## config.mk

```make
export PLATFORM = sky130hd
export DESIGN_NAME = link_slave_port
export DESIGN_NICKNAME = d
export VERILOG_FILES = /design/src/rtl/lsp_pkg.sv /design/src/rtl/lsp_sync.sv /design/src/rtl/lsp_edge.sv /design/src/rtl/lsp_gap_timer.sv /design/src/rtl/lsp_shift_core.sv /design/src/rtl/link_slave_port.sv
export SDC_FILE = /design/constraint.sdc
export NUM_CORES = 1
export LEC_CHECK = 0
export ABC_AREA = 1
export BUFFER_PORTS_ARGS = -buffer_cell sky130_fd_sc_hd__buf_4
export CAP_MARGIN = 5
export CORE_ASPECT_RATIO = 1.5
export CORE_MARGIN = 3
export CORE_UTILIZATION = 37
export CTS_CLUSTER_DIAMETER = 60
export DETAILED_ROUTE_END_ITERATION = 8
export GPL_ROUTABILITY_DRIVEN = 0
export GPL_TIMING_DRIVEN = 0
export PLACE_DENSITY = 0.55
export SYNTH_ARGS = -nofsm -noshare
export SYNTH_HDL_FRONTEND = slang
export SYNTH_SLANG_ARGS = --single-unit
```

## constraint.sdc

```tcl
create_clock -name clk -period 10.6 [get_ports clk]
set_clock_uncertainty 0.15 [all_clocks]
set_input_delay 1.59 -clock clk [delete_from_list [all_inputs] [get_ports clk]]
set_output_delay 1.59 -clock clk [all_outputs]
set_load 0.02 [all_outputs]
```

## src/rtl/lsp_pkg.sv

```systemverilog
package lsp_pkg;
    typedef enum logic [0:0] {
        ST_IDLE  = 1'b0,
        ST_SHIFT = 1'b1
    } lsp_state_t;

    localparam int unsigned LSP_TMO_RESET_US = 500;
endpackage

```

## src/rtl/lsp_sync.sv

```systemverilog
module lsp_sync #(
    parameter int unsigned WIDTH   = 2,
    parameter int unsigned STAGES  = 2,
    parameter logic        RST_VAL = 1'b1
) (
    input  logic             clk,
    input  logic             rst_n,
    input  logic [WIDTH-1:0] d,
    output logic [WIDTH-1:0] q
);
    logic [WIDTH-1:0] ff [STAGES];

    always_ff @(posedge clk or negedge rst_n) begin
        if (!rst_n) ff[0] <= {WIDTH{RST_VAL}};
        else        ff[0] <= d;
    end

    for (genvar s = 1; s < STAGES; s++) begin : g_stage
        always_ff @(posedge clk or negedge rst_n) begin
            if (!rst_n) ff[s] <= {WIDTH{RST_VAL}};
            else        ff[s] <= ff[s-1];
        end
    end

    assign q = ff[STAGES-1];
endmodule

```

## src/rtl/lsp_edge.sv

```systemverilog
module lsp_edge #(
    parameter logic RST_VAL = 1'b1
) (
    input  logic clk,
    input  logic rst_n,
    input  logic lvl,
    output logic rise,
    output logic fall
);
    logic lvl_q;

    always_ff @(posedge clk or negedge rst_n) begin
        if (!rst_n) lvl_q <= RST_VAL;
        else        lvl_q <= lvl;
    end

    assign rise = lvl  & ~lvl_q;
    assign fall = ~lvl &  lvl_q;
endmodule

```

## src/rtl/lsp_gap_timer.sv

```systemverilog
module lsp_gap_timer #(
    parameter int unsigned CYC_PER_US = 200,
    parameter int unsigned TMO_W      = 16,
    parameter int unsigned GAP_W      = 32
) (
    input  logic             clk,
    input  logic             rst_n,
    input  logic             tmo_wr,
    input  logic [TMO_W-1:0] tmo_us,
    input  logic             rise,
    output logic             expired
);
    localparam logic [GAP_W-1:0] GAP_MAX = {GAP_W{1'b1}};

    logic [TMO_W-1:0] tmo_q;
    logic [GAP_W-1:0] gap_q;
    logic [GAP_W-1:0] limit;

    always_ff @(posedge clk or negedge rst_n) begin
        if (!rst_n)      tmo_q <= TMO_W'(lsp_pkg::LSP_TMO_RESET_US);
        else if (tmo_wr) tmo_q <= tmo_us;
    end

    // cycles since the last rising edge, saturating
    always_ff @(posedge clk or negedge rst_n) begin
        if (!rst_n)              gap_q <= '0;
        else if (rise)           gap_q <= '0;
        else if (gap_q != GAP_MAX) gap_q <= gap_q + 1'b1;
    end

    assign limit   = GAP_W'(tmo_q) * GAP_W'(CYC_PER_US);
    assign expired = rise && (gap_q > limit);
endmodule

```

## src/rtl/lsp_shift_core.sv

```systemverilog
module lsp_shift_core #(
    parameter int unsigned W = 8
) (
    input  logic                 clk,
    input  logic                 rst_n,
    input  logic                 rise,
    input  logic                 fall,
    input  logic                 sdi,
    input  logic                 expired,
    input  logic                 src_chg,
    input  logic                 tx_wr,
    input  logic [W-1:0]         tx_data,
    input  logic                 fill_wr,
    input  logic [W-1:0]         fill_data,
    input  logic                 ovr_ack,
    output logic                 sdo,
    output logic                 rx_valid,
    output logic [W-1:0]         rx_data,
    output logic                 ovr,
    output logic                 pend_v,
    output logic [$clog2(W)-1:0] bit_cnt,
    output lsp_pkg::lsp_state_t  state
);
    import lsp_pkg::*;

    localparam int unsigned CNT_W = $clog2(W);
    localparam logic [CNT_W-1:0] LAST_BIT = CNT_W'(W - 1);

    lsp_state_t st_q, st_n;
    logic [CNT_W-1:0] cnt_q, cnt_n;
    logic [W-1:0] in_q, in_n, tx_q, tx_n, pend_q, pend_n, fill_q, fill_n, rxd_q, rxd_n;
    logic pv_q, pv_n, ovr_q, ovr_n, sdo_q, sdo_n, rxv_q, rxv_n;
    logic boundary;

    // state register process
    always_ff @(posedge clk or negedge rst_n) begin
        if (!rst_n) begin
            st_q   <= ST_IDLE;
            cnt_q  <= '0;
            in_q   <= '0;
            tx_q   <= '0;
            pend_q <= '0;
            pv_q   <= 1'b0;
            fill_q <= '0;
            ovr_q  <= 1'b0;
            sdo_q  <= 1'b0;
            rxv_q  <= 1'b0;
            rxd_q  <= '0;
        end else begin
            st_q   <= st_n;
            cnt_q  <= cnt_n;
            in_q   <= in_n;
            tx_q   <= tx_n;
            pend_q <= pend_n;
            pv_q   <= pv_n;
            fill_q <= fill_n;
            ovr_q  <= ovr_n;
            sdo_q  <= sdo_n;
            rxv_q  <= rxv_n;
            rxd_q  <= rxd_n;
        end
    end

    // next-state and output process
    always_comb begin
        st_n     = st_q;
        cnt_n    = cnt_q;
        in_n     = in_q;
        tx_n     = tx_q;
        pend_n   = pend_q;
        pv_n     = pv_q;
        fill_n   = fill_q;
        ovr_n    = ovr_q;
        sdo_n    = sdo_q;
        rxv_n    = 1'b0;
        rxd_n    = rxd_q;
        boundary = 1'b0;

        unique case (st_q)
            ST_IDLE: begin
                if (rise) begin                         // first-bit
                    in_n  = {in_q[W-2:0], sdi};
                    cnt_n = CNT_W'(1);
                    st_n  = ST_SHIFT;
                end
            end
            ST_SHIFT: begin
                if (rise) begin
                    if (expired) begin                  // stale-restart
                        in_n  = {{(W-1){1'b0}}, sdi};
                        cnt_n = CNT_W'(1);
                    end else if (cnt_q == LAST_BIT) begin // byte-done
                        in_n     = {in_q[W-2:0], sdi};
                        cnt_n    = '0;
                        st_n     = ST_IDLE;
                        boundary = 1'b1;
                    end else begin                      // next-bit
                        in_n  = {in_q[W-2:0], sdi};
                        cnt_n = cnt_q + 1'b1;
                    end
                end
            end
            default: st_n = ST_IDLE;
        endcase

        if (src_chg) begin                              // source-resync
            st_n     = ST_IDLE;
            cnt_n    = '0;
            in_n     = in_q;
            boundary = 1'b0;
        end

        if (boundary) begin
            rxv_n = 1'b1;
            rxd_n = in_n;
            tx_n  = pv_q ? pend_q : fill_q;
            pv_n  = 1'b0;
        end

        if (fall) begin
            sdo_n = tx_q[W-1];
            tx_n  = {tx_q[W-2:0], 1'b0};
        end

        if (fill_wr) fill_n = fill_data;

        if (ovr_ack) ovr_n = 1'b0;

        if (tx_wr) begin
            if (st_q == ST_IDLE) begin
                tx_n = tx_data;
                pv_n = 1'b0;
            end else begin
                pend_n = tx_data;
                pv_n   = 1'b1;
                if (pv_q && !boundary) ovr_n = 1'b1;
            end
        end
    end

    assign sdo      = sdo_q;
    assign rx_valid = rxv_q;
    assign rx_data  = rxd_q;
    assign ovr      = ovr_q;
    assign pend_v   = pv_q;
    assign bit_cnt  = cnt_q;
    assign state    = st_q;
endmodule

```

## src/rtl/link_slave_port.sv

```systemverilog
module link_slave_port #(
    parameter int unsigned W          = 8,
    parameter int unsigned CYC_PER_US = 200,
    parameter int unsigned TMO_W      = 16,
    parameter int unsigned GAP_W      = 32,
    parameter int unsigned SYNC_STG   = 2
) (
    input  logic             clk,
    input  logic             rst_n,
    input  logic             link_clk_i,
    input  logic             link_sdi_i,
    output logic             link_sdo_o,
    input  logic             src_sel_i,
    input  logic             tx_wr_i,
    input  logic [W-1:0]     tx_data_i,
    input  logic             fill_wr_i,
    input  logic [W-1:0]     fill_data_i,
    input  logic             tmo_wr_i,
    input  logic [TMO_W-1:0] tmo_us_i,
    input  logic             ovr_ack_i,
    output logic             rx_valid_o,
    output logic [W-1:0]     rx_data_o,
    output logic             ovr_o
);
    localparam int unsigned CNT_W = $clog2(W);

    logic [1:0] sync_q;
    logic rise, fall, expired, src_q, src_chg, pend_v;
    logic [CNT_W-1:0] bit_cnt;
    lsp_pkg::lsp_state_t state;

    lsp_sync #(.WIDTH(2), .STAGES(SYNC_STG), .RST_VAL(1'b1)) u_sync (
        .clk(clk), .rst_n(rst_n),
        .d({link_sdi_i, link_clk_i}), .q(sync_q)
    );

    lsp_edge #(.RST_VAL(1'b1)) u_edge (
        .clk(clk), .rst_n(rst_n), .lvl(sync_q[0]), .rise(rise), .fall(fall)
    );

    lsp_gap_timer #(.CYC_PER_US(CYC_PER_US), .TMO_W(TMO_W), .GAP_W(GAP_W)) u_gap (
        .clk(clk), .rst_n(rst_n), .tmo_wr(tmo_wr_i), .tmo_us(tmo_us_i),
        .rise(rise), .expired(expired)
    );

    always_ff @(posedge clk or negedge rst_n) begin
        if (!rst_n) src_q <= 1'b0;
        else        src_q <= src_sel_i;
    end
    assign src_chg = src_sel_i ^ src_q;

    lsp_shift_core #(.W(W)) u_core (
        .clk(clk), .rst_n(rst_n),
        .rise(rise), .fall(fall), .sdi(sync_q[1]),
        .expired(expired), .src_chg(src_chg),
        .tx_wr(tx_wr_i), .tx_data(tx_data_i),
        .fill_wr(fill_wr_i), .fill_data(fill_data_i),
        .ovr_ack(ovr_ack_i),
        .sdo(link_sdo_o), .rx_valid(rx_valid_o), .rx_data(rx_data_o),
        .ovr(ovr_o), .pend_v(pend_v), .bit_cnt(bit_cnt), .state(state)
    );
endmodule

```

Yosys cells after proc, flatten, opt, wreduce, memory -nomap -nowiden. Index checks and enable logic that the tools add are counted.

Add/subtract/negate cells: 2. Multipliers: 1. Order comparisons: 1. Equality and inequality tests: 4. Muxes and demuxes: 37. Bitwise gates (word level): 6. Reduce and logical (&&, ||, !) cells: 7.

Operator list (number): 2-to-1 mux 8 bit (9); 2-to-1 mux 32 bit (2); adder 32 x 1 -> 32 bit, second input constant (1); greater-than comparator 32 x 24 -> 1 bit (1); inequality test 32 bit, second input constant (1); multiplier 16 x 5 -> 21 bit, second input constant (1); 2-to-1 mux 1 bit (18); one-hot mux 8 bit (2 select lines) (1); 2-to-1 mux 3 bit (5); inequality test 3 bit, second input constant (2); one-hot mux 3 bit (2 select lines) (1); AND reduction 2 bit (2); nonzero test 2 bit (2); adder 3 x 1 -> 3 bit, second input constant (1); equality test 3 bit, second input constant (1); NOT 1 bit (3); bitwise AND 1 bit (2); logical AND 1 bit (2); one-hot mux 1 bit (2 select lines) (1); zero test 1 bit (1); XOR 1 bit (1).

Bits in registers: 102. Output and inout bits: 11. Word-level logic and storage cells: 75.

Longest topological paths before layout. Gate-level depths: netlist of run 1.

Depth in word-level cells: 12. Depth in mapped cells: 27.

Hierarchy. Synthesis of run 1 repeated with hierarchy kept, for this count alone.

Cell total of the unflattened synthesis: 959. Area, all modules: 7338.3 sq um.

Modules (own cells, without submodules): lsp_gap_timer (instances 1, cells each 688, area each 4870.9 sq um); lsp_shift_core (instances 1, cells each 254, area each 2262.2 sq um); lsp_sync (instances 1, cells each 6, area each 120.1 sq um); link_slave_port (instances 1, cells each 6, area each 43.8 sq um); lsp_edge (instances 1, cells each 5, area each 41.3 sq um).

Least setup slack after synthesis of run 1. OpenSTA, ideal clock, no wires.

Path kind: register to register. From: register u_gap.tmo_q[4]. To: register u_core.pv_q, in the netlist u_core.pend_v. Setup time: 0.143 ns. Arrival time: 4.307 ns. Path slack: 6.000 ns. Stages on the path, launching flop included: 23. Buffers on the path: 1. Period minus slack after synthesis: 4.600 ns. Path through: dfstp_2 -> ha_1 -> ha_1 -> inv_1 -> fa_1 -> inv_1 -> ha_1 -> a21oi_1 -> o21ai_1 -> a21oi_1 -> o21ai_1 -> a21boi_0 -> o21ai_1 -> xnor2_1 -> ha_1 -> nand4_1 -> nor3_4 -> nand4_4 -> nand2_4 -> nand3_4 -> inv_4 -> buf_8 -> o31ai_4.

Word-level cells in the longest chain between the ends: 8.

RTL lines: start: declaration (line lsp_gap_timer.sv:15) `logic [TMO_W-1:0] tmo_q;`; start signal: assignment (line lsp_gap_timer.sv:20) `if (!rst_n) tmo_q <= TMO_W'(lsp_pkg::LSP_TMO_RESET_US);`; start signal: assignment (line lsp_gap_timer.sv:21) `else if (tmo_wr) tmo_q <= tmo_us;`; multiplier 16 x 5 -> 21 bit (line lsp_gap_timer.sv:31) `assign limit = GAP_W'(tmo_q) * GAP_W'(CYC_PER_US);`; greater-than comparator 32 x 24 -> 1 bit (line lsp_gap_timer.sv:32) `assign expired = rise && (gap_q > limit);`; logical AND 1 bit (line lsp_gap_timer.sv:32); 2-to-1 mux 1 bit (line lsp_shift_core.sv:89) `if (expired) begin`; 2-to-1 mux 1 bit (line lsp_shift_core.sv:88) `if (rise) begin`; 2-to-1 mux 1 bit (line lsp_shift_core.sv:79) `unique case (st_q)`; 2-to-1 mux 1 bit (line lsp_shift_core.sv:106) `if (src_chg) begin`; named net u_core.boundary (line lsp_shift_core.sv:33) `logic boundary;`; nonzero test 2 bit (no source line); end signal: assignment (line lsp_shift_core.sv:55) `pv_q <= pv_n;`; end: declaration (line lsp_shift_core.sv:32) `logic pv_q, pv_n, ovr_q, ovr_n, sdo_q, sdo_n, rxv_q, rxv_n;`.

The timed path passes the listed nets, and every way through them passes these cells. A chain may end at the register's enable or synchronous reset.

Worst setup path after layout of run 1. Same ends and word-level chain as after synthesis.

==> results.sh, run 1 <==
export IMPL_status="finished clean"
export IMPL_crit_path_end_kind="flop"
export IMPL_finalNonFillerCells=1160
export IMPL_diodes=0
export IMPL_p_leak_nw=4.01
export IMPL_area_growth_pct=14.5
export IMPL_hold_viol=0
export IMPL_whs_ns=0.211
export IMPL_cts_tree="done"
export IMPL_clk_pin_slew_ns=0.08
export IMPL_htreeDepth=3
export IMPL_overflow=0
export IMPL_chipWidth_um=118
export IMPL_ys_warn_count=0
export IMPL_ant_nets=0
export IMPL_die_area_um2=20700
export IMPL_chipHeight_um=175
export IMPL_synth_top_cell_area_share=0.324
export IMPL_cp_start_kind="flop"
export IMPL_grt_start_max_net_pins=60
export IMPL_dp_final_hpwl_mm=12.9
export IMPL_synth_compound_area_frac=0.0954
export IMPL_synth_area_leaders="dfrtp_1 (32%), ha_1 (14%), nand2_1 (9.3%), inv_1 (6.8%), o21ai_0 (4.6%)"
export IMPL_synth_top_area_cell="dfrtp_1"
export IMPL_max_cap_viol_count=0
export IMPL_post_cts_resized=0
export IMPL_ys_ff_latch=102
export IMPL_rsz0062_at_grt="false"
export IMPL_cp_max_fo=10
export IMPL_synth_simple_gate_area_frac=0.224
export IMPL_num_rows=61
export IMPL_portBuffers=50
export IMPL_post_cts_repair_setup_buffers=0
export IMPL_crit_required_ns=10.67
export IMPL_via_per_inst=4.82
export IMPL_netlist_cell_type_count=51
export IMPL_utilization=0.433
export IMPL_grt_pass1_wl_mm=28.2
export IMPL_start_util=0.378
export IMPL_postSynthAreaPerCell_um2=8.34
export IMPL_grt_pass1_vias=5979
export IMPL_timing_critical_path_arrival_ns=5.24
export IMPL_ios=52
export IMPL_post_route_period_util=0.488
export IMPL_finalPower_mw=1.25
export IMPL_synth_area_mux_share=0.0177
export IMPL_synth_xor_area_frac=0.0398
export IMPL_clockRootBuffer="clkbuf_16"
export IMPL_nets=1032
export IMPL_synth_fa_ha_area_frac=0.169
export IMPL_synth_top_family_by_area="simple AND/OR/NAND/NOR gates"
export IMPL_seq_area_frac_synth=0.366
export IMPL_final_cell_mix="nand2_1 (173), inv_1 (127), dfrtp_1 (91)"
export IMPL_cellPowerDensity_nw_per_um2=155
export IMPL_final_common_cell="nand2_1"
export IMPL_cts_num_sinks=102
export IMPL_antenna_found_initial=0
export IMPL_worstMarginPinSlew_ns=0.634
export IMPL_route_detailed_drc=0
export IMPL_clk_latency_ns=0.36
export IMPL_synth_edf_count=0
export IMPL_netlist_area_um2=7020
export IMPL_cts_hold_buf=0
export IMPL_maxSlewHeadroom=0.575
export IMPL_min_path_type="flop to flop"
export IMPL_async_flop_share=1.00
export IMPL_fin_crit_ns=5.17
export IMPL_dp_cells=1144
export IMPL_setup_viol=0
export IMPL_final_setup_tns_ns=0
export IMPL_cts_made_buffers=9
export IMPL_design_core_area_um2=18500
export IMPL_vias=5586
export IMPL_fmax_mhz=193
export IMPL_synth_ff_type="dfrtp_1"
export IMPL_syn_num_nets=970
export IMPL_slew_viol_final=0
export IMPL_clk_path_buf_depth=2
export IMPL_ir_worst_vdd_mv=0.0961
export IMPL_wl_per_cell_um=14.0
export IMPL_synth_cells=841
export IMPL_drive_gt1_frac=0.155
export IMPL_track_usage=0.169
export IMPL_routed_wl_mm=16.3
export IMPL_first_iter_violations=163
export IMPL_worstSetupPathType="flop to flop"
export IMPL_drt_pass1_iterations=5
-- power breakdown --
group / internal (mW) / total, mW / switching, mW
clock network: 0.167 / 0.339 / 0.172
logic: 0.185 / 0.449 / 0.264
registers: 0.432 / 0.458 / 0.0261
-- synth_stat cells, types with 2 or more instances --
cell type,number
nand2_1,173
inv_1,127
dfrtp_1,91
ha_1,77
o21ai_0,65
nor2_1,56
a21oi_1,34
nand3_1,25
xor2_1,19
nand4_1,18
nor3_1,16
dfstp_2,11
fa_1,11
mux2_2,11
nor4_1,11
xnor2_1,11
clkbuf_1,10
inv_2,10
nand2_2,6
nor2_2,5
a31oi_1,4
nand3_2,4
o21ai_1,4
o31ai_1,4
buf_2,3
buf_6,3
nand2_4,3
nor2_4,3
a21boi_0,2
a21o_1,2
nand4_4,2
-- metrics by stage --
| stage | instance area (µm²) | setup slack [ns] |
|---|---|---|
| finish | 8030 | 5.43 |
| global route | 8030 | 4.98 |
| CTS | 8030 | 5.36 |
| detailed placement | 7740 | 5.42 |
| global placement | 7710 | 5.43 |
| floorplan | 7020 | 6.00 |
-- critical path, cell delays in order (launching register included) --
cell,delay [ns]
dfstp_2,0.58
ha_1,0.24
ha_1,0.28
inv_1,0.06
fa_1,0.50
inv_1,0.04
ha_1,0.34
a21oi_1,0.16
o21ai_1,0.11
a21oi_1,0.27
o21ai_1,0.13
a21boi_0,0.30
o21ai_1,0.14
xnor2_1,0.15
ha_1,0.33
nand4_1,0.16
nor3_4,0.27
nand4_4,0.15
nand2_4,0.18
nand3_4,0.16
inv_4,0.13
buf_8,0.14
o31ai_4,0.05
-- metal layers --
layer  part of all wire  vias to the layer above  global-route usage
li1                   -                     2858                   -
met2               0.55                       81               0.329
met1               0.39                     2620               0.178
met5                  0                        -                   0
met3              0.025                       27              0.0256
met4              0.034                        0              0.0715
-- flip-flops by register name, summed over array words and instances, names as in the netlist, 2 cells and up --
register	count
u_gap.gap_q	32
u_gap.tmo_q	16
u_core.fill_q	8
u_core.in_q	8
u_core.pend_q	8
u_core.rx_data	8
u_core.tx_q	8
u_core.bit_cnt	3
u_sync.ff	2
u_sync.q	2
-- path summary, 6_finish.rpt --
| path | from | endpoint | slack [ns] | cells past startpoint |
|---|---|---|---|---|
| worst max register to register | u_gap.tmo_q[4] | u_core.pend_v | 5.43 | 22 |
| max in group asynchronous | rst_n | u_gap.tmo_q[7] | 8.42 | 2 |
| worst max-delay path | u_gap.tmo_q[4] | u_core.pend_v | 5.43 | 22 |
| worst min-delay path | u_sync.ff[2] | u_sync.q[0] | 0.21 | 0 |
| worst min register to register | u_sync.ff[2] | u_sync.q[0] | 0.21 | 0 |
| min in group asynchronous | rst_n | u_gap.gap_q[28] | 1.09 | 1 |
-- kinds of logic (layout without fill, tap and decap cells) --
kind of cell | Yosys count | in the layout
simple gates | 331 | 331
fa+ha+maj | 88 | 88
compound gates | 122 | 122
flops | 102 | 102
xor+xnor | 31 | 31
buf+inv | 156 | 223
mux | 11 | 11
-- area by class of cell --
type / instances / area, µm²
flip-flops and latches: 102 / 2570
inverters: 139 / 526
well taps: 252 / 315
plain buffers: 17 / 101
clock buffers: 9 / 225
clock inverters: 7 / 72.6
multi-input cells: 583 / 3820
repair buffers: 51 / 403
fillers: 1864 / 10500
(Power assumes the default switching activity.)
==> run 2, diff against run 1 <==
- clock period: 10.6 -> 4.94 ns (I/O delays scaled with it)
==> results.sh, run 2 (synthesis results as in run 1) <==
export IMPL_p_comb_frac=0.406
export IMPL_p_int_mw=1.80
export IMPL_p_sw_frac=0.375
export IMPL_clk_path_buf_depth=2
export IMPL_area_growth_pct=18.6
export IMPL_rr_worst_depth=25
export IMPL_min_delay_start="u_sync.ff[2]"
export IMPL_cts_hold_buf=0
export IMPL_status="finished clean"
export IMPL_ir_worst_vdd_mv=0.208
export IMPL_p_switching_mw=1.08
export IMPL_track_usage=0.169
export IMPL_dp_slack_ns=-0.244
export IMPL_first_iter_violations=177
export IMPL_cellPowerDensity_nw_per_um2=346
export IMPL_clockRootBuffer="clkbuf_16"
export IMPL_crit_path_end_kind="flop"
export IMPL_die_area_um2=20700
export IMPL_antenna_found_initial=0
export IMPL_num_rows=61
export IMPL_setup_viol=0
export IMPL_cpMaxStageDelayCell="dfstp_2"
export IMPL_hold_depth=0
export IMPL_dp_final_hpwl_mm=12.9
export IMPL_finish_instance_area_um2=8320
export IMPL_r2r_start="u_gap.tmo_q[4]"
export IMPL_ant_nets=0
export IMPL_post_route_period_util=0.948
export IMPL_placed_cell_area_um2=7740
export IMPL_route_detailed_drc=0
export IMPL_final_setup_tns_ns=0
export IMPL_drive_gt1_frac=0.197
export IMPL_worst_slack_ns=0.258
export IMPL_chipWidth_um=118
export IMPL_hold_viol=0
export IMPL_r2r_end="u_core.pend_v"
export IMPL_largest_register_ffs=32
export IMPL_diodes=0
export IMPL_slew_viol_final=0
export IMPL_p_clk_frac=0.253
export IMPL_via_per_inst=4.84
export IMPL_clk_pin_slew_ns=0.08
export IMPL_grt_pass1_wl_mm=28.3
export IMPL_start_util=0.378
export IMPL_cp_max_fo=10
export IMPL_grt_start_max_net_pins=60
export IMPL_path_buf_inv=5
export IMPL_cp_start_kind="flop"
export IMPL_routed_wl_mm=16.6
export IMPL_portBuffers=50
export IMPL_num_fill_cells=1824
export IMPL_clk_latency_ns=0.36
export IMPL_utilization=0.449
export IMPL_cpLargestDelayFamily="adder cells"
export IMPL_min_path_type="flop to flop"
export IMPL_worstSetupPathType="flop to flop"
export IMPL_crit_required_ns=5.01
export IMPL_ios=52
export IMPL_nets=1043
export IMPL_top_register="u_gap.gap_q"
export IMPL_timing_reg2reg_setup_slack_ns=0.26
export IMPL_final_common_cell="nand2_1"
export IMPL_max_cap_viol_count=0
export IMPL_timing_critical_path_arrival_ns=4.75
export IMPL_fin_crit_ns=4.68
export IMPL_design_core_area_um2=18500
export IMPL_finalPower_mw=2.88
export IMPL_cts_tree="done"
export IMPL_hold_end="u_sync.q[0]"
export IMPL_fmax_mhz=214
export IMPL_cts_made_buffers=9
export IMPL_reg_top3="u_gap.gap_q (32), u_gap.tmo_q (16)"
export IMPL_cts_num_sinks=102
export IMPL_htreeDepth=3
export IMPL_final_cell_mix="nand2_1 (172), inv_1 (125), dfrtp_1 (91)"
export IMPL_maxSlewHeadroom=0.530
export IMPL_drt_pass1_iterations=4
export IMPL_vias=5673
export IMPL_worstMarginPinSlew_ns=0.702
export IMPL_p_leak_nw=4.07
export IMPL_cpPeakStageDelay_ns=0.58
export IMPL_chipHeight_um=175
export IMPL_seqPwrFrac=0.341
export IMPL_grt_pass1_vias=5986
export IMPL_wl_per_cell_um=14.2
export IMPL_overflow=0
-- run 2: cell types whose count changed in the layout (fill, tap and decap cells not counted), moves of 3 or more --
cell     previous run  this run
ha_1               77        68
o21ai_2             1         4
a21oi_4             0         4
ha_4                0         7
o21ai_0            65        61
a21oi_2             1         6
buf_4              50        60
a21oi_1            34        25
-- run 2: metal layers --
| metal | vias up | track usage | share of wire |
|---|---|---|---|
| met4 | 0 | 0.0778 | 0.035 |
| li1 | 2883 | - | - |
| met5 | - | 0 | 0 |
| met2 | 94 | 0.328 | 0.55 |
| met3 | 27 | 0.0236 | 0.025 |
| met1 | 2669 | 0.179 | 0.39 |
-- run 2: stage by stage --
| step | hold slack [ns] | instances |
|---|---|---|
| floorplan | 0.195 | 841 |
| global placement | 0.195 | 1143 |
| detailed placement | 0.201 | 1144 |
| CTS | 0.213 | 1164 |
| global route | 0.214 | 1171 |
| finish | 0.211 | 1171 |
-- run 2: power by group through the flow --
stage | combinational, mW | clock [mW] | sequential (mW)
2_1_floorplan | 0.750 | 0 | 0.985
4_1_cts | 1.00 | 0.752 | 0.984
3_5_place_dp | 0.979 | 0 | 1.00
6_report | 1.17 | 0.728 | 0.982
3_3_place_gp | 0.966 | 0 | 0.997
5_1_grt | 1.36 | 0.785 | 0.994
-- run 2: layout make-up --
| class | count | area [µm²] | share of cell area |
|---|---|---|---|
| timing repair buffer | 61 | 478 | 0.0574 |
| tap | 252 | 315 | 0.0379 |
| inverter | 139 | 526 | 0.0631 |
| sequential | 102 | 2570 | 0.308 |
| multi-input combinational | 584 | 4040 | 0.485 |
| clock buffer | 9 | 225 | 0.0271 |
| clock inverter | 7 | 72.6 | 0.00872 |
| buffer | 17 | 101 | 0.0122 |
-- run 2: repair_timing --
| item | CTS | global route |
|---|---|---|
| endpoints found under the hold margin | 0 | 0 |
| gates cloned | 1 | 0 |
| pin swaps | 4 | 20 |
| gates resized for setup | 5 | 38 |
| setup buffers | 3 | 7 |
| endpoints found under the setup margin | 27 | 30 |
-- run 2: how the worst max path moves through the flow --
| stage | from | endpoint | slack (ns) | cells after the start |
|---|---|---|---|---|
| 3_5_place_dp | u_gap.tmo_q[4] | u_core.pend_v | -0.24 | 26 |
| 5_1_grt | u_gap.tmo_q[8] | u_core.tx_q[0] | -0.04 | 26 |
| 6_report | u_gap.tmo_q[4] | u_core.pend_v | 0.26 | 25 |
| 4_1_cts | u_gap.tmo_q[4] | u_core.pend_v | 0.0003 | 26 |
| 2_1_floorplan | u_gap.tmo_q[4] | u_core.pend_v | 0.34 | 22 |
| 3_3_place_gp | u_gap.tmo_q[4] | u_core.pend_v | -0.23 | 25 |
-- run 2: worst register-to-register path: stages (launching register included) --
cell and delay (ns):
dfstp_2 0.58, ha_4 0.20, ha_1 0.29, inv_2 0.04
fa_1 0.50, inv_1 0.06, ha_4 0.29, nand2_2 0.07
o21ai_4 0.18, a21oi_4 0.09, o21ai_2 0.19, a21oi_2 0.07
nor2_1 0.10, nor2_1 0.05, xor2_1 0.16, ha_1 0.30
nand2_1 0.07, inv_2 0.08, nand3_4 0.07, nor3_4 0.24
nand4_4 0.17, nand2_4 0.14, nand3_4 0.12, inv_4 0.12
buf_8 0.14, o31ai_4 0.05
==> run 3, diff against run 2 <==
==> constraint.sdc (replaced) <==
create_clock -name clk -period 4.94 [get_ports clk]
set_clock_uncertainty 0.15 [all_clocks]
set_input_delay 0.247 -clock clk [delete_from_list [all_inputs] [get_ports clk]]
set_output_delay 0.247 -clock clk [all_outputs]
set_load 0.02 [all_outputs]
==> results.sh, run 3 (synthesis results as in run 1) <==
export IMPL_status="finished clean"
export IMPL_cts_made_buffers=9
export IMPL_grt_start_max_net_pins=60
export IMPL_setup_viol=0
export IMPL_crit_path_end_kind="flop"
export IMPL_portBuffers=50
export IMPL_final_common_cell="nand2_1"
export IMPL_start_util=0.378
export IMPL_cts_tree="done"
export IMPL_maxSlewHeadroom=0.529
export IMPL_cts_num_sinks=102
export IMPL_area_growth_pct=24.6
export IMPL_nets=1085
export IMPL_min_delay_start="tx_data_i[0]"
export IMPL_num_rows=61
export IMPL_post_route_period_util=0.948
export IMPL_clk_pin_slew_ns=0.08
export IMPL_grt_pass1_wl_mm=29.0
export IMPL_reg_top3="u_gap.gap_q (32), u_gap.tmo_q (16)"
export IMPL_whs_ns=0.00797
export IMPL_hold_viol=0
export IMPL_cpPeakStageDelay_ns=0.58
export IMPL_fmax_mhz=214
export IMPL_ant_nets=0
export IMPL_routed_wl_mm=17.0
export IMPL_clockRootBuffer="clkbuf_16"
export IMPL_p_leak_nw=4.25
export IMPL_timing_critical_path_arrival_ns=4.75
export IMPL_slew_viol_final=0
export IMPL_diodes=0
export IMPL_antenna_found_initial=0
export IMPL_track_usage=0.173
export IMPL_first_iter_violations=194
export IMPL_cp_max_fo=10
export IMPL_vias=5858
export IMPL_clk_path_buf_depth=2
export IMPL_route_detailed_drc=0
export IMPL_clk_latency_ns=0.36
export IMPL_htreeDepth=3
export IMPL_r2r_start="u_gap.tmo_q[4]"
export IMPL_worstSetupPathType="flop to flop"
export IMPL_chipHeight_um=175
export IMPL_die_area_um2=20700
export IMPL_overflow=0
export IMPL_drt_pass1_iterations=4
export IMPL_design_core_area_um2=18500
export IMPL_finalNonFillerCells=1213
export IMPL_fin_crit_ns=4.68
export IMPL_dp_cells=1144
export IMPL_worstMarginPinSlew_ns=0.703
export IMPL_path_buf_inv=5
export IMPL_rr_worst_depth=25
export IMPL_cp_start_kind="flop"
export IMPL_cellPowerDensity_nw_per_um2=333
export IMPL_hold_depth=3
export IMPL_dp_final_hpwl_mm=12.9
export IMPL_ir_worst_vdd_mv=0.213
export IMPL_wl_per_cell_um=14.0
export IMPL_largest_register_ffs=32
export IMPL_final_setup_tns_ns=0
export IMPL_r2r_end="u_core.pend_v"
export IMPL_timing_reg2reg_setup_slack_ns=0.26
export IMPL_ios=52
export IMPL_crit_required_ns=5.01
export IMPL_hold_end="u_core.tx_q[0]"
export IMPL_via_per_inst=4.83
export IMPL_grt_pass1_vias=6179
export IMPL_max_cap_viol_count=0
export IMPL_final_cell_mix="nand2_1 (172), inv_1 (125), dfrtp_1 (91)"
export IMPL_chipWidth_um=118
export IMPL_top_register="u_gap.gap_q"
export IMPL_finalPower_mw=2.91
export IMPL_min_path_type="primary input to flop"
export IMPL_drive_gt1_frac=0.188
export IMPL_cpMaxStageDelayCell="dfstp_2"
export IMPL_cpLargestDelayFamily="adder cells"
==> run 3: cell count changes in the layout (fill, tap and decap cells not counted), sizes merged <==
| cell | change |
|---|---|
| dlygate4sd3 | +42 |
==> run 3: area by class of cell <==
cell class,instances,area (µm²)
clock buffers,9,225
inverters,139,526
clock inverters,7,72.6
plain buffers,17,101
fillers,1793,9800
multi-input cells,584,4040
repair buffers,103,898
flip-flops and latches,102,2570
well taps,252,315
==> run 3: power breakdown <==
| group | total [mW] | internal, mW | switching, mW | leakage [nW] |
|---|---|---|---|---|
| Combinational | 1.20 | 0.537 | 0.661 | 2.81 |
| Sequential | 0.982 | 0.927 | 0.0557 | 1.29 |
| Clock | 0.727 | 0.359 | 0.368 | 0.143 |
| Total | 2.91 | 1.82 | 1.09 | 4.25 |
==> run 3: worst max path at each step <==
stage,start,to,slack [ns],cells past startpoint
after global routing,u_gap.tmo_q[8],u_core.tx_q[0],-0.04,26
after floorplan,u_gap.tmo_q[4],u_core.pend_v,0.34,22
after detailed placement,u_gap.tmo_q[4],u_core.pend_v,-0.24,26
after global placement,u_gap.tmo_q[4],u_core.pend_v,-0.23,25
final,u_gap.tmo_q[4],u_core.pend_v,0.26,25
after CTS,u_gap.tmo_q[4],u_core.pend_v,0.0003,26
==> run 3: metal layers <==
metal	track usage	wire, µm
met5	0	0
met4	0.0793	616
met3	0.0236	385
met2	0.339	9340
met1	0.181	6610
==> run 3: tightest hold or removal path: cells and delay by family <==
kind	cells	cell delay (ns)
buffers and inverters	2	0.16
AOI/OAI and AO/OA	1	0.08
==> run 3: through the flow <==
| step | utilization | area (µm²) | setup slack [ns] |
|---|---|---|---|
| 2_1_floorplan | - | 7020 | 0.340 |
| 3_3_place_gp | 0.416 | 7710 | -0.233 |
| 3_5_place_dp | 0.417 | 7740 | -0.244 |
| 4_1_cts | 0.458 | 8500 | 0.000278 |
| 5_1_grt | 0.471 | 8740 | -0.0379 |
| 6_report | 0.471 | 8740 | 0.257 |
==> run 3: repair_timing <==
item / CTS / global route
gates cloned: 1 / 0
hold buffers: 42 / 0
setup buffers: 3 / 7
gates resized for setup: 5 / 38
pin swaps: 4 / 20
endpoints found under the hold margin: 81 / 0
setup endpoints to repair: 27 / 30
